===== src/rtl/nic_pkg.sv =====
package nic_pkg;
    // word offsets on the bus
    localparam int OFF_TXDATA = 0;
    localparam int OFF_TXDEST = 1;
    localparam int OFF_RXDATA = 2;
    localparam int OFF_STATUS = 3;
    localparam int OFF_CTRL   = 4;

    // status word field positions
    localparam int ST_BUSY = 0;
    localparam int ST_RXV  = 1;
    localparam int ST_ERR  = 2;
    localparam int ST_OWNX = 8;
    localparam int ST_OWNY = 12;
    localparam int ST_SRCX = 16;
    localparam int ST_SRCY = 20;

    typedef enum logic [1:0] {TX_IDLE, TX_REQ_HIGH, TX_REQ_LOW} tx_state_e;
    typedef enum logic {RX_WAIT, RX_ACKING} rx_state_e;
endpackage


===== src/rtl/nic_bus_decode.sv =====
module nic_bus_decode
    import nic_pkg::*;
#(
    parameter int ADDR_W = 3,
    parameter int BUS_W  = 32
) (
    input  logic              bus_sel,
    input  logic              bus_wr,
    input  logic [ADDR_W-1:0] bus_addr,
    input  logic [BUS_W-1:0]  status_word,
    input  logic [BUS_W-1:0]  rx_word,
    input  logic [BUS_W-1:0]  ctrl_word,
    output logic              wr_txd,
    output logic              wr_dst,
    output logic              wr_sts,
    output logic              wr_ctl,
    output logic              rd_rx,
    output logic [BUS_W-1:0]  bus_rdata
);
    always_comb begin
        wr_txd    = 1'b0;
        wr_dst    = 1'b0;
        wr_sts    = 1'b0;
        wr_ctl    = 1'b0;
        rd_rx     = 1'b0;
        bus_rdata = '0;
        if (bus_sel && bus_wr) begin
            case (bus_addr)
                ADDR_W'(OFF_TXDATA): wr_txd = 1'b1;
                ADDR_W'(OFF_TXDEST): wr_dst = 1'b1;
                ADDR_W'(OFF_STATUS): wr_sts = 1'b1;
                ADDR_W'(OFF_CTRL):   wr_ctl = 1'b1;
                default: ;
            endcase
        end else if (bus_sel) begin
            case (bus_addr)
                ADDR_W'(OFF_RXDATA): begin
                    bus_rdata = rx_word;
                    rd_rx     = 1'b1;
                end
                ADDR_W'(OFF_STATUS): bus_rdata = status_word;
                ADDR_W'(OFF_CTRL):   bus_rdata = ctrl_word;
                default: ;
            endcase
        end
    end
endmodule


===== src/rtl/nic_tx_ctrl.sv =====
module nic_tx_ctrl
    import nic_pkg::*;
#(
    parameter int BUS_W   = 32,
    parameter int COORD_W = 2,
    localparam int FLIT_W = BUS_W + 2 * COORD_W
) (
    input  logic              clk,
    input  logic              rst_n,
    input  logic              wr_txd,
    input  logic              wr_dst,
    input  logic              err_clr,
    input  logic [BUS_W-1:0]  wdata,
    input  logic              tx_ack,
    output logic              tx_req,
    output logic [FLIT_W-1:0] tx_flit,
    output logic              busy,
    output logic              err
);
    typedef struct packed {
        tx_state_e          st;
        logic [BUS_W-1:0]   data;
        logic [COORD_W-1:0] dx;
        logic [COORD_W-1:0] dy;
        logic               err;
    } tx_regs_t;

    tx_regs_t q, d;

    assign busy    = (q.st != TX_IDLE);
    assign tx_req  = (q.st == TX_REQ_HIGH);
    assign tx_flit = {q.dy, q.dx, q.data};
    assign err     = q.err;

    always_comb begin
        d = q;
        case (q.st)
            TX_IDLE: begin
                if (wr_txd) d.data = wdata;
                if (wr_dst) begin
                    d.dx = wdata[COORD_W-1:0];
                    d.dy = wdata[2*COORD_W-1:COORD_W];
                    d.st = TX_REQ_HIGH;
                end
            end
            TX_REQ_HIGH: if (tx_ack)  d.st = TX_REQ_LOW;
            TX_REQ_LOW:  if (!tx_ack) d.st = TX_IDLE;
            default:     d.st = TX_IDLE;
        endcase
        if ((wr_txd || wr_dst) && busy) d.err = 1'b1;
        if (err_clr) d.err = 1'b0;
    end

    always_ff @(posedge clk or negedge rst_n) begin
        if (!rst_n) q <= '{st: TX_IDLE, data: '0, dx: '0, dy: '0, err: 1'b0};
        else        q <= d;
    end

    p_start_r2: assert property (@(posedge clk) disable iff (!rst_n)
        (wr_dst && !busy) |=> tx_req) else $error("R2 send did not start");
    p_req_hold_r3: assert property (@(posedge clk) disable iff (!rst_n)
        (tx_req && !tx_ack) |=> tx_req) else $error("R3 request dropped early");
    p_req_drop_r3: assert property (@(posedge clk) disable iff (!rst_n)
        (tx_req && tx_ack) |=> !tx_req) else $error("R3 request not released");
    p_flit_stable_r3: assert property (@(posedge clk) disable iff (!rst_n)
        busy |=> (!busy || $stable(tx_flit))) else $error("R3 flit moved in flight");
    p_ignore_err_r4: assert property (@(posedge clk) disable iff (!rst_n)
        ((wr_txd || wr_dst) && busy) |=> err) else $error("R4 error not flagged");
endmodule


===== src/rtl/nic_rx_ctrl.sv =====
module nic_rx_ctrl
    import nic_pkg::*;
#(
    parameter int BUS_W   = 32,
    parameter int COORD_W = 2,
    localparam int FLIT_W = BUS_W + 2 * COORD_W
) (
    input  logic               clk,
    input  logic               rst_n,
    input  logic               rd_rx,
    input  logic               wr_ctl,
    input  logic               ctl_bit,
    input  logic               rx_req,
    input  logic [FLIT_W-1:0]  rx_flit,
    output logic               rx_ack,
    output logic               rx_valid,
    output logic [BUS_W-1:0]   rx_data,
    output logic [COORD_W-1:0] src_x,
    output logic [COORD_W-1:0] src_y,
    output logic               irq_en,
    output logic               irq
);
    typedef struct packed {
        rx_state_e          st;
        logic               valid;
        logic [BUS_W-1:0]   data;
        logic [COORD_W-1:0] sx;
        logic [COORD_W-1:0] sy;
        logic               ie;
    } rx_regs_t;

    rx_regs_t q, d;

    assign rx_ack   = (q.st == RX_ACKING);
    assign rx_valid = q.valid;
    assign rx_data  = q.data;
    assign src_x    = q.sx;
    assign src_y    = q.sy;
    assign irq_en   = q.ie;
    assign irq      = q.valid & q.ie;

    always_comb begin
        d = q;
        if (wr_ctl) d.ie = ctl_bit;
        if (rd_rx)  d.valid = 1'b0;
        case (q.st)
            RX_WAIT: begin
                // hold off acknowledge while a word is still unread
                if (rx_req && !q.valid) begin
                    d.st    = RX_ACKING;
                    d.valid = 1'b1;
                    d.data  = rx_flit[BUS_W-1:0];
                    d.sx    = rx_flit[BUS_W +: COORD_W];
                    d.sy    = rx_flit[BUS_W+COORD_W +: COORD_W];
                end
            end
            RX_ACKING: if (!rx_req) d.st = RX_WAIT;
            default:   d.st = RX_WAIT;
        endcase
    end

    always_ff @(posedge clk or negedge rst_n) begin
        if (!rst_n) q <= '{st: RX_WAIT, valid: 1'b0, data: '0, sx: '0, sy: '0, ie: 1'b0};
        else        q <= d;
    end

    p_release_r6: assert property (@(posedge clk) disable iff (!rst_n)
        (rx_ack && !rx_req) |=> !rx_ack) else $error("R6 ack not released");
    p_holdoff_r7: assert property (@(posedge clk) disable iff (!rst_n)
        (rx_valid && !rx_ack) |=> !rx_ack) else $error("R7 ack while word held");
    p_keep_r7: assert property (@(posedge clk) disable iff (!rst_n)
        (rx_valid && !rd_rx) |=> $stable(rx_data)) else $error("R7 held word overwritten");
    p_read_clears_r8: assert property (@(posedge clk) disable iff (!rst_n)
        (rd_rx && rx_valid) |=> !rx_valid) else $error("R8 read did not clear");
endmodule


===== src/rtl/nic_tile_port.sv =====
module nic_tile_port
    import nic_pkg::*;
#(
    parameter int BUS_W   = 32,
    parameter int ADDR_W  = 3,
    parameter int COORD_W = 2,
    parameter int MY_X    = 1,
    parameter int MY_Y    = 2,
    localparam int FLIT_W = BUS_W + 2 * COORD_W
) (
    input  logic              clk,
    input  logic              rst_n,
    input  logic              bus_sel,
    input  logic              bus_wr,
    input  logic [ADDR_W-1:0] bus_addr,
    input  logic [BUS_W-1:0]  bus_wdata,
    output logic [BUS_W-1:0]  bus_rdata,
    output logic              irq,
    output logic              tx_req,
    input  logic              tx_ack,
    output logic [FLIT_W-1:0] tx_flit,
    input  logic              rx_req,
    output logic              rx_ack,
    input  logic [FLIT_W-1:0] rx_flit
);
    // location fields are four bits wide in the status word: COORD_W <= 4
    localparam logic [COORD_W-1:0] OWN_X = COORD_W'(MY_X);
    localparam logic [COORD_W-1:0] OWN_Y = COORD_W'(MY_Y);

    logic wr_txd, wr_dst, wr_sts, wr_ctl, rd_rx;
    logic busy, err, rx_valid, irq_en;
    logic [BUS_W-1:0]   rx_data, status_word, ctrl_word;
    logic [COORD_W-1:0] src_x, src_y;

    always_comb begin
        status_word                        = '0;
        status_word[ST_BUSY]               = busy;
        status_word[ST_RXV]                = rx_valid;
        status_word[ST_ERR]                = err;
        status_word[ST_OWNX +: COORD_W]    = OWN_X;
        status_word[ST_OWNY +: COORD_W]    = OWN_Y;
        status_word[ST_SRCX +: COORD_W]    = src_x;
        status_word[ST_SRCY +: COORD_W]    = src_y;
        ctrl_word                          = '0;
        ctrl_word[0]                       = irq_en;
    end

    nic_bus_decode #(.ADDR_W(ADDR_W), .BUS_W(BUS_W)) u_dec (
        .bus_sel(bus_sel), .bus_wr(bus_wr), .bus_addr(bus_addr),
        .status_word(status_word), .rx_word(rx_data), .ctrl_word(ctrl_word),
        .wr_txd(wr_txd), .wr_dst(wr_dst), .wr_sts(wr_sts), .wr_ctl(wr_ctl),
        .rd_rx(rd_rx), .bus_rdata(bus_rdata)
    );

    nic_tx_ctrl #(.BUS_W(BUS_W), .COORD_W(COORD_W)) u_tx (
        .clk(clk), .rst_n(rst_n), .wr_txd(wr_txd), .wr_dst(wr_dst),
        .err_clr(wr_sts & bus_wdata[ST_ERR]), .wdata(bus_wdata),
        .tx_ack(tx_ack), .tx_req(tx_req), .tx_flit(tx_flit),
        .busy(busy), .err(err)
    );

    nic_rx_ctrl #(.BUS_W(BUS_W), .COORD_W(COORD_W)) u_rx (
        .clk(clk), .rst_n(rst_n), .rd_rx(rd_rx), .wr_ctl(wr_ctl),
        .ctl_bit(bus_wdata[0]), .rx_req(rx_req), .rx_flit(rx_flit),
        .rx_ack(rx_ack), .rx_valid(rx_valid), .rx_data(rx_data),
        .src_x(src_x), .src_y(src_y), .irq_en(irq_en), .irq(irq)
    );

    p_irq_gate_r9: assert property (@(posedge clk) disable iff (!rst_n)
        (wr_ctl && !bus_wdata[0]) |=> !irq) else $error("R9 irq with enable off");
    p_own_loc_r10: assert property (@(posedge clk) disable iff (!rst_n)
        wr_sts |=> (status_word[ST_OWNX +: COORD_W] == OWN_X)) else $error("R10 location changed");
endmodule


===== config.mk =====
export PLATFORM = sky130hd
export DESIGN_NAME = nic_tile_port
export DESIGN_NICKNAME = d
export VERILOG_FILES = /design/src/rtl/nic_pkg.sv /design/src/rtl/nic_bus_decode.sv /design/src/rtl/nic_tx_ctrl.sv /design/src/rtl/nic_rx_ctrl.sv /design/src/rtl/nic_tile_port.sv
export SDC_FILE = /design/constraint.sdc
export NUM_CORES = 1
export LEC_CHECK = 0
export BUFFER_PORTS_ARGS = -buffer_cell sky130_fd_sc_hd__buf_4
export CAP_MARGIN = 10
export CORE_MARGIN = 3
export CORE_UTILIZATION = 52
export CTS_CLUSTER_DIAMETER = 80
export DETAILED_ROUTE_END_ITERATION = 12
export HOLD_SLACK_MARGIN = 0.03
export PLACE_DENSITY = 0.85
export SYNTH_ARGS = -nofsm -noshare
export SYNTH_HDL_FRONTEND = slang
export SYNTH_SLANG_ARGS = --single-unit

===== constraint.sdc =====
create_clock -name clk -period 4.45 [get_ports clk]
set_input_delay 0.89 -clock clk [delete_from_list [all_inputs] [get_ports clk]]
set_output_delay 0.89 -clock clk [all_outputs]
set_load 0.03 [all_outputs]

==> flow_summary.yaml, run 1 <==
yosys:
  ys_ff_latch: 78
  ys_types: 25
  syn_nets: 343
  synth_area_per_cell_um2: 13.8
  synth.area.top_cells: "dfrtp_1, mux2_2, mux2_4, buf_4, and2_1"
  syn_inst: 266
  yosysSeqAreaShare_pct: 53.2
  synth_top_cell_by_area: "dfrtp_1"
  synthDominantCellAreaShare_pct: 53.2
  yosysWarnings: 0
  syn_area_um2: 3670
sta:
  drv_slew: 0
  fmax_ghz: 0.287
  finalSetupViolCount: 0
  period_share_pct: 78.4
  finalSetupTns_ns: 0
  hold_violations: 0
  min_period_ns: 3.49
  rsz0062_at_grt: "false"
  finClkSkew_ns: 0.00623
  slew_headroom_pct: 35.2
  worst_pin_slew_ns: 0.972
worst_setup_path:
  critPathCapture: "bus_rdata[24]"
  crit_type: "input pin to primary output"
  critPathMaxStageDelay_ns: 0.70
  path_delay_family: "simple AND/OR/NAND/NOR gates"
  path_common_cell: "buf_4"
  critPathArrivalTime_ns: 2.60
  rr_endpoint: "u_tx.tx_flit[15]"
  worstPathMaxFanout: 23
  cp.depth: 5
  worstReg2RegStart: "u_tx.q[37]"
  crit_start: "bus_wr"
  start_kind: "input pin"
  r2r_cells: 3
  crit_chain: "buf_4, nand4bb_1, nor2_2, and2_1, buf_4"
  end_kind: "primary output"
  cp_slowest_cell: "nor2_2"
  path_buf_inv: 2
  cp_data_required_time_ns: 3.56
  rrSetupSlack_ns: 2.60
global_routing:
  antenna_found_initial: 0
  grt_max_degree: 79
  grt_pass1_wl_um: 12500
  grt_pass1_vias: 2477
  gr-total-overflow: 0
  grt_use_total_pct: 19.0
layout:
  antenna_cells: 0
  design_area_um2: 4780
  multiInputGateArea_um2: 1360
  seq_area_um2: 1950
  n_fill_cell: 485
  syn_to_final_growth_pct: 30.4
  layout-drive-gt1-share_pct: 63.3
  layout.nets: 456
clock_network:
  clkLatencyLatePin_ns: 0.33
  numCtsBuffers: 9
  numClockSinks: 78
  cts_buffer_depth: 2
  cts-root-buf: "clkbuf_8"
  ctsResizeCount: 0
  postCtsHoldBufs: 0
  h-tree-depth: 3
  cts_tree: "done"
  clk_pin_slew_ns: 0.08
  postCtsSetupBuffers: 0
floorplan:
  fp-row-count: 29
  ioPinCount: 148
  die_width_um: 90.0
  start_util_pct: 55.5
  die_height_um: 90.0
  coreArea_um2: 6600
  dieArea_um2: 8100
placed_design:
  port_buffers: 147
  postPlaceCellArea_um2: 4560
  routabilityCongestion: 0.726
  dpl.hpwl_um: 5610
route:
  drtIter0Drc: 48
  viasPerCell: 4.89
  first_pass_iters: 4
  drc: 0
  routedWlPerCell_um: 15.9
  num_vias: 2334
  wl_um: 7610
  antenna_left: 0
flow_run:
  drv_cap: 0
pwr:
  powerDensity_nw_per_um2: 534
  ir_worst_vdd_uv: 291
  leakage_nw: 2.44
worst_hold_path:
  hold_path_class: "flip-flop to flip-flop"
  hold_depth: 1
status:
  status: "completed"
==> worst min-delay path by stage <==
stage,start,to,slack (ns)
floorplan,u_rx.rx_data[10],u_rx.rx_data[10],0.47
global placement,u_rx.rx_data[18],u_rx.rx_data[18],0.48
detailed placement,u_rx.rx_data[5],u_rx.rx_data[5],0.49
CTS,u_rx.rx_data[5],u_rx.rx_data[5],0.51
global route,u_rx.rx_data[5],u_rx.rx_data[5],0.52
finish,u_rx.rx_data[9],u_rx.rx_data[9],0.50
==> stage by stage <==
step,util [%],power (mW),hold WS [ns],std cells,worst slack (ns)
after floorplan,-,1.80,0.472,266,1.69
after global placement,69.0,1.96,0.481,461,1.00
after detailed placement,69.0,2.00,0.488,461,0.890
after CTS,72.4,2.58,0.505,477,0.887
after global routing,72.4,2.69,0.515,477,0.727
final,72.4,2.56,0.503,477,0.960
==> layer usage <==
| metal | track usage (%) | vias to the layer above | part of all wire (%) |
|---|---|---|---|
| li1 | - | 1094 | - |
| met4 | 5.36 | 0 | 0.92 |
| met2 | 31.5 | 99 | 49 |
| met5 | 0 | - | 0 |
| met3 | 6.59 | 7 | 8.4 |
| met1 | 23.8 | 1134 | 41 |
==> worst register-to-register path, delay by kind of cell (launching register included) <==
kind | cells | cell delay (ns)
DFF | 1 | 0.41
muxes | 1 | 0.53
and+or+nand+nor | 2 | 0.80
==> cell families (layout without fill, tap and decap cells) <==
| group | after synthesis | in the layout | share of synthesized area [%] |
|---|---|---|---|
| muxes | 79 | 79 | 27.1 |
| DFF | 78 | 78 | 53.2 |
| and+or+nand+nor | 51 | 51 | 8.33 |
| buffers and inverters | 50 | 168 | 9.83 |
| AOI/OAI and AO/OA | 8 | 8 | 1.50 |
==> synthesized netlist by cell type (all sizes together) <==
library cell  number
a21oi              2
dfrtp             78
o21ai              2
a2111o             1
nand2b             4
nand4bb            1
nand3              3
and3b              1
and2              24
clkbuf             2
nor3b              1
mux2              73
buf               45
nand4              2
o2bb2ai            1
mux2i              6
inv                3
a21boi             2
or2                1
nor2              14
==> where the power goes <==
| group | switching, mW | internal (mW) | total [mW] |
|---|---|---|---|
| logic | 0.406 | 0.463 | 0.869 |
| registers | 0.138 | 0.972 | 1.11 |
| clock network | 0.247 | 0.329 | 0.576 |
==> cell type report <==
| cell class | count | share of cell area, % |
|---|---|---|
| Clock inverter | 6 | 1.78 |
| Clock buffer | 10 | 2.88 |
| Tap cell | 93 | 2.43 |
| Sequential cell | 78 | 40.8 |
| Inverter | 3 | 0.236 |
| Multi-Input combinational cell | 138 | 28.4 |
| Timing Repair Buffer | 149 | 23.4 |
==> state kept, by name, indices dropped and copies added, names as in the netlist <==
name and count:
u_tx.tx_flit 36, u_rx.rx_data 32, u_rx.src_x 2, u_rx.src_y 2, u_tx.q 2, u_rx.irq_en 1
u_rx.rx_ack 1, u_rx.rx_valid 1, u_tx.err 1
==> layout by cell type (no fill, tap or decap), types with 2 or more instances in the layout <==
| master | n |
|---|---|
| and2_1 | 24 |
| clkinvlp_4 | 2 |
| nand4_1 | 2 |
| bufinv_16 | 2 |
| buf_4 | 149 |
| o21ai_0 | 2 |
| a21oi_1 | 2 |
| mux2_2 | 43 |
| clkbuf_8 | 10 |
| nand2b_1 | 4 |
| mux2_4 | 30 |
| a21boi_0 | 2 |
| nand3_1 | 2 |
| nor2_1 | 13 |
| clkinv_2 | 2 |
| inv_1 | 3 |
| mux2i_1 | 6 |
| dfrtp_1 | 78 |
Note: power is estimated with default switching activity, not from simulation.
==> inputs of run 2 (changes only) <==
--- a/config.mk
+++ b/config.mk
@@ -5,14 +5,15 @@
 export SDC_FILE = /design/constraint.sdc
 export NUM_CORES = 1
 export LEC_CHECK = 0
+export ABC_AREA = 1
 export BUFFER_PORTS_ARGS = -buffer_cell sky130_fd_sc_hd__buf_4
 export CAP_MARGIN = 10
 export CORE_MARGIN = 3
-export CORE_UTILIZATION = 52
+export CORE_UTILIZATION = 49
 export CTS_CLUSTER_DIAMETER = 80
 export DETAILED_ROUTE_END_ITERATION = 12
 export HOLD_SLACK_MARGIN = 0.03
-export PLACE_DENSITY = 0.85
+export PLACE_DENSITY = 0.8
 export SYNTH_ARGS = -nofsm -noshare
 export SYNTH_HDL_FRONTEND = slang
 export SYNTH_SLANG_ARGS = --single-unit
==> constraint.sdc (replaced) <==
create_clock -name clk -period 3.6 [get_ports clk]
set_input_delay 0.72 -clock clk [delete_from_list [all_inputs] [get_ports clk]]
set_output_delay 0.72 -clock clk [all_outputs]
set_load 0.03 [all_outputs]
==> flow_summary.yaml, run 2 <==
status:
  status: "completed"
yosys:
  async_flop_share_pct: 100
  synth_adder_area_share_pct: 0
  yosysMostFrequentCell: "nand2_1"
  synthDominantCellAreaShare_pct: 52.0
  synth.area.top_cells: "dfrtp_1, nand2_1, buf_4, inv_1, o21ai_0"
  ys_types: 21
  yosys.area_share.simple_pct: 24.5
  synth-main-ff-cell: "dfrtp_1"
  syn_inst: 457
  yosysSeqAreaShare_pct: 52.0
  synth-xor-area-share_pct: 0
  synth_top_cell_by_area: "dfrtp_1"
  synth_top_family_by_area: "simple AND/OR/NAND/NOR gates"
  syn_nets: 534
  synth_edf_count: 0
  syn_area_um2: 3760
  synth_commonest_cells: "nand2_1, dfrtp_1, inv_1, nor2_1, buf_4"
  yosysWarnings: 0
  synth_mux_area_share_pct: 0
  synth_area_per_cell_um2: 8.22
  synth_compound_area_share_pct: 8.59
  ys_ff_latch: 78
layout:
  final_common_cell: "buf_4"
  mostFrequentLayoutCells: "buf_4, nand2_1, dfrtp_1, inv_1, nor2_1"
  largest_reg_flops: 36
  antenna_cells: 0
  n_fill_cell: 613
  syn_to_final_growth_pct: 28.5
  layout-drive-gt1-share_pct: 34.3
  seq_area_um2: 1950
  multiInputGateArea_um2: 1250
  layout.nets: 638
sta:
  period_share_pct: 77.4
  finalSetupTns_ns: 0
  worst_pin_slew_ns: 1.01
  fmax_ghz: 0.359
  drv_slew: 0
  hold_violations: 0
  min_period_ns: 2.79
  rsz0062_at_grt: "false"
  finClkSkew_ns: 0.0118
  whs_ns: 0.474
  finalSetupViolCount: 0
  slew_headroom_pct: 32.5
floorplan:
  ioPinCount: 148
  start_util_pct: 51.2
  die_width_um: 93.6
  coreArea_um2: 7330
  die_height_um: 93.6
  dieArea_um2: 8750
  fp-row-count: 31
global_routing:
  grt_pass1_wl_um: 13700
  met2_usage_pct: 31.7
  met1_usage_pct: 25.3
  gr-total-overflow: 0
  grt_use_total_pct: 19.3
  gr-usage-met3_pct: 4.99
  antenna_found_initial: 0
  grt_max_degree: 79
  grt_pass1_vias: 3096
  top_usage_layer: "met2"
worst_setup_path:
  path_common_cell: "buf_4"
  worstReg2RegStart: "u_tx.q[38]"
  cp_slowest_cell: "nand2_2"
  rrSetupSlack_ns: 1.60
  cp_data_required_time_ns: 2.88
  end_kind: "primary output"
  rr_endpoint: "u_tx.tx_flit[7]"
  crit_type: "input pin to primary output"
  critPathMaxStageDelay_ns: 0.44
  critPathCapture: "bus_rdata[4]"
  start_kind: "input pin"
  worstPathMaxFanout: 24
  crit_start: "bus_addr[0]"
  r2r_cells: 5
  crit_chain: "buf_4, nor3_4, nand2_2, nor2_1, buf_4"
  critPathArrivalTime_ns: 2.07
route:
  first_pass_iters: 4
  routedWlPerCell_um: 12.6
  wl_um: 8380
  antenna_left: 0
  drtIter0Drc: 81
  num_vias: 3172
  drc: 0
  viasPerCell: 4.77
worst_hold_path:
  worst_hold_startpoint: "u_tx.q[37]"
  hold_path_class: "flip-flop to flip-flop"
pwr:
  leakage_nw: 2.71
  ir_worst_vdd_uv: 352
  powerDensity_nw_per_um2: 618
  finalPower_mw: 2.98
placed_design:
  port_buffers: 147
  routabilityCongestion: 0.822
  dpl.hpwl_um: 5900
clock_network:
  h-tree-depth: 3
  clk_pin_slew_ns: 0.08
  postCtsSetupBuffers: 0
  cts-root-buf: "clkbuf_8"
  cts_tree: "done"
  clkLatencyLatePin_ns: 0.34
  postCtsHoldBufs: 0
  cts_buffer_depth: 2
  numClockSinks: 78
  ctsResizeCount: 0
  numCtsBuffers: 9
flow_run:
  drv_cap: 0
run 2: cell count changes after synthesis, sizes merged, moves of 6 or more:
cell,previous run,this run
nand2,0,132
mux2,73,0
nor2,14,61
inv,3,45
o21ai,2,37
a21oi,2,26
and2,24,0
nand3,3,20
mux2i,6,0
run 2: worst min path at each step:
stage                            end  slack, ns  cells after the start
finish                    u_tx.q[38]       0.47                      1
global route         u_tx.tx_flit[2]       0.51                      2
CTS                       u_tx.q[38]       0.47                      1
detailed placement  u_rx.rx_data[20]       0.46                      2
global placement          u_tx.q[38]       0.46                      1
floorplan                u_rx.irq_en       0.42                      0
run 2: metal layers:
metal | up-vias | part of all wire (%) | routed length [um]
met1 | 1478 | 43 | 3610
met5 | - | 0 | 0
met3 | 4 | 9.1 | 759
met2 | 113 | 47 | 3970
li1 | 1577 | - | -
met4 | 0 | 0.41 | 34
run 2: cell families (layout without fill, tap and decap cells):
family                 Yosys count  count (layout)
DFF                             78              78
buffers and inverters          100             209
AOI/OAI and AO/OA               64              64
and+or+nand+nor                215             215
run 2: cell type report:
| cell class | count | area share, % |
|---|---|---|
| Sequential cell | 78 | 40.4 |
| Multi-Input combinational cell | 279 | 25.8 |
| Timing Repair Buffer | 148 | 23.0 |
| Inverter | 45 | 3.50 |
| Clock buffer | 11 | 2.93 |
| Tap cell | 99 | 2.57 |
| Clock inverter | 5 | 1.71 |
run 2: worst max-delay path, delay by kind of cell:
kind                   cells  cell delay, ns
and+or+nand+nor            3            1.00
buffers and inverters      2            0.33
run 2: stage by stage:
step,worst slack (ns),cell area [um2],instances,utilization (%)
final,0.814,4830,665,65.8
after floorplan,1.32,3760,457,-
after global routing,0.674,4830,665,65.8
after CTS,0.781,4830,665,65.8
after detailed placement,0.789,4600,649,62.8
after global placement,0.881,4600,649,62.8
run 2: power breakdown:
part / leakage, nW / internal, mW / total, mW / switching (mW)
Clock: 0.102 / 0.410 / 0.723 / 0.313
Sequential: 0.944 / 1.17 / 1.30 / 0.133
Combinational: 1.67 / 0.343 / 0.958 / 0.615
Total: 2.71 / 1.92 / 2.98 / 1.06
==> inputs of run 3 (changes only) <==
--- a/config.mk
+++ b/config.mk
@@ -9,11 +9,11 @@
 export BUFFER_PORTS_ARGS = -buffer_cell sky130_fd_sc_hd__buf_4
 export CAP_MARGIN = 10
 export CORE_MARGIN = 3
-export CORE_UTILIZATION = 49
+export CORE_UTILIZATION = 44
 export CTS_CLUSTER_DIAMETER = 80
 export DETAILED_ROUTE_END_ITERATION = 12
 export HOLD_SLACK_MARGIN = 0.03
-export PLACE_DENSITY = 0.8
+export PLACE_DENSITY = 0.76
 export SYNTH_ARGS = -nofsm -noshare
 export SYNTH_HDL_FRONTEND = slang
 export SYNTH_SLANG_ARGS = --single-unit
==> constraint.sdc (replaced) <==
create_clock -name clk -period 2.4 [get_ports clk]
set_input_delay 0.48 -clock clk [delete_from_list [all_inputs] [get_ports clk]]
set_output_delay 0.48 -clock clk [all_outputs]
set_load 0.03 [all_outputs]
==> flow_summary.yaml, run 3 (synthesis gave the netlist of run 2 again) <==
status:
  status: "completed"
sta:
  period_share_pct: 85.1
  rsz0062_at_grt: "false"
  finClkSkew_ns: 0.00922
  finalSetupViolCount: 0
  hold_violations: 0
  drv_slew: 0
  fin_ws_ns: 0.357
  whs_ns: 0.102
  min_period_ns: 2.04
  worst_pin_slew_ns: 0.683
  fmax_ghz: 0.489
  slew_headroom_pct: 54.4
  finalSetupTns_ns: 0
pwr:
  leakage_nw: 2.74
  finalPower_mw: 4.53
  powerDensity_nw_per_um2: 929
  p_sw_mw: 1.57
  switching_share_pct: 34.7
  clockPowerShare_pct: 25.4
  power_frac_comb_pct: 31.6
  p_int_mw: 2.96
  ir_worst_vdd_uv: 453
  seqPwrFrac_pct: 43.0
worst_setup_path:
  crit_start: "bus_wr"
  cp_slowest_cell: "nor2_1"
  crit_chain: "buf_4, nor2_1, nand2_1, nand2_1, nand2_1, inv_1, buf_4"
  path_buf_inv: 3
  path_delay_family: "simple AND/OR/NAND/NOR gates"
  critPathCapture: "bus_rdata[17]"
  critPathMaxStageDelay_ns: 0.30
  cp.depth: 7
  start_kind: "input pin"
  end_kind: "primary output"
  critPathArrivalTime_ns: 1.56
  path_common_cell: "nand2_1"
  rr_endpoint: "u_rx.rx_data[6]"
  worstReg2RegStart: "u_rx.rx_valid"
  r2r_cells: 5
  rrSetupSlack_ns: 0.53
  crit_type: "input pin to primary output"
  cp_data_required_time_ns: 1.92
  worstPathMaxFanout: 6
placed_design:
  routabilityCongestion: 0.821
  pre_cts_slack_ns: 0.350
  postPlaceCellArea_um2: 4640
  dp.cells: 658
  port_buffers: 147
  dpl.hpwl_um: 6110
route:
  drtIter0Drc: 73
  routedWlPerCell_um: 12.4
  wl_um: 8340
  viasPerCell: 4.71
  num_vias: 3176
  antenna_left: 0
  drc: 0
  first_pass_iters: 4
global_routing:
  grt_use_total_pct: 17.7
  grt_pass1_vias: 3154
  grt_pass1_wl_um: 14200
  gr-total-overflow: 0
  grt_max_degree: 53
  antenna_found_initial: 0
layout:
  fin_util_pct: 59.1
  layout.nets: 641
  seq_area_um2: 1950
  antenna_cells: 0
  largest_reg_flops: 36
  n_fill_cell: 735
  layout-drive-gt1-share_pct: 34.6
  final_common_cell: "buf_4"
  mostFrequentLayoutCells: "buf_4, nand2_1, dfrtp_1, inv_1, nor2_1"
  design_area_um2: 4880
  syn_to_final_growth_pct: 30.0
  fin_cells: 674
  multiInputGateArea_um2: 1250
flow_run:
  drv_cap: 0
clock_network:
  postCtsSetupBuffers: 0
  numCtsBuffers: 9
  ctsResizeCount: 0
  clk_pin_slew_ns: 0.08
  clkLatencyLatePin_ns: 0.34
  cts_tree: "done"
  numClockSinks: 78
  h-tree-depth: 3
  cts_buffer_depth: 2
  cts-root-buf: "clkbuf_8"
  postCtsHoldBufs: 0
floorplan:
  fp-row-count: 33
  dieArea_um2: 9680
  die_height_um: 98.4
  start_util_pct: 45.5
  ioPinCount: 148
  coreArea_um2: 8260
  die_width_um: 98.4
worst_hold_path:
  hold_path_class: "input pin to asynchronous set/reset pin"
## run 3: area by class of cell
type	instances	area share, %
Tap cell	105	2.69
Inverter	45	3.46
Timing Repair Buffer	151	23.5
Multi-Input combinational cell	279	25.5
Clock inverter	6	2.26
Clock buffer	10	2.61
Sequential cell	78	40.0
## run 3: power by group through the flow
stage | Combinational [mW] | Sequential, mW | Clock (mW)
after floorplan | 1.13 | 1.93 | 0
after global placement | 1.41 | 1.96 | 0
after detailed placement | 1.45 | 1.97 | 0
after CTS | 1.45 | 1.95 | 1.19
after global routing | 1.61 | 2.00 | 1.26
final | 1.43 | 1.95 | 1.15
## run 3: per-layer routing
metal	vias to the layer above	track usage (%)	wire length, um
li1	1583	-	-
met1	1467	23.3	3600
met2	115	28.5	3930
met3	11	4.57	677
met4	0	5.99	132
met5	-	0	0
## run 3: worst min path at each step
stage	depth (start not counted)	startpoint	endpoint
CTS	1	rst_n	u_tx.tx_flit[29]
global route	1	rst_n	u_tx.tx_flit[30]
global placement	1	u_tx.q[37]	u_tx.q[38]
detailed placement	2	u_rx.rx_data[17]	u_rx.rx_data[17]
floorplan	0	rst_n	u_rx.irq_en
finish	1	rst_n	u_tx.tx_flit[29]
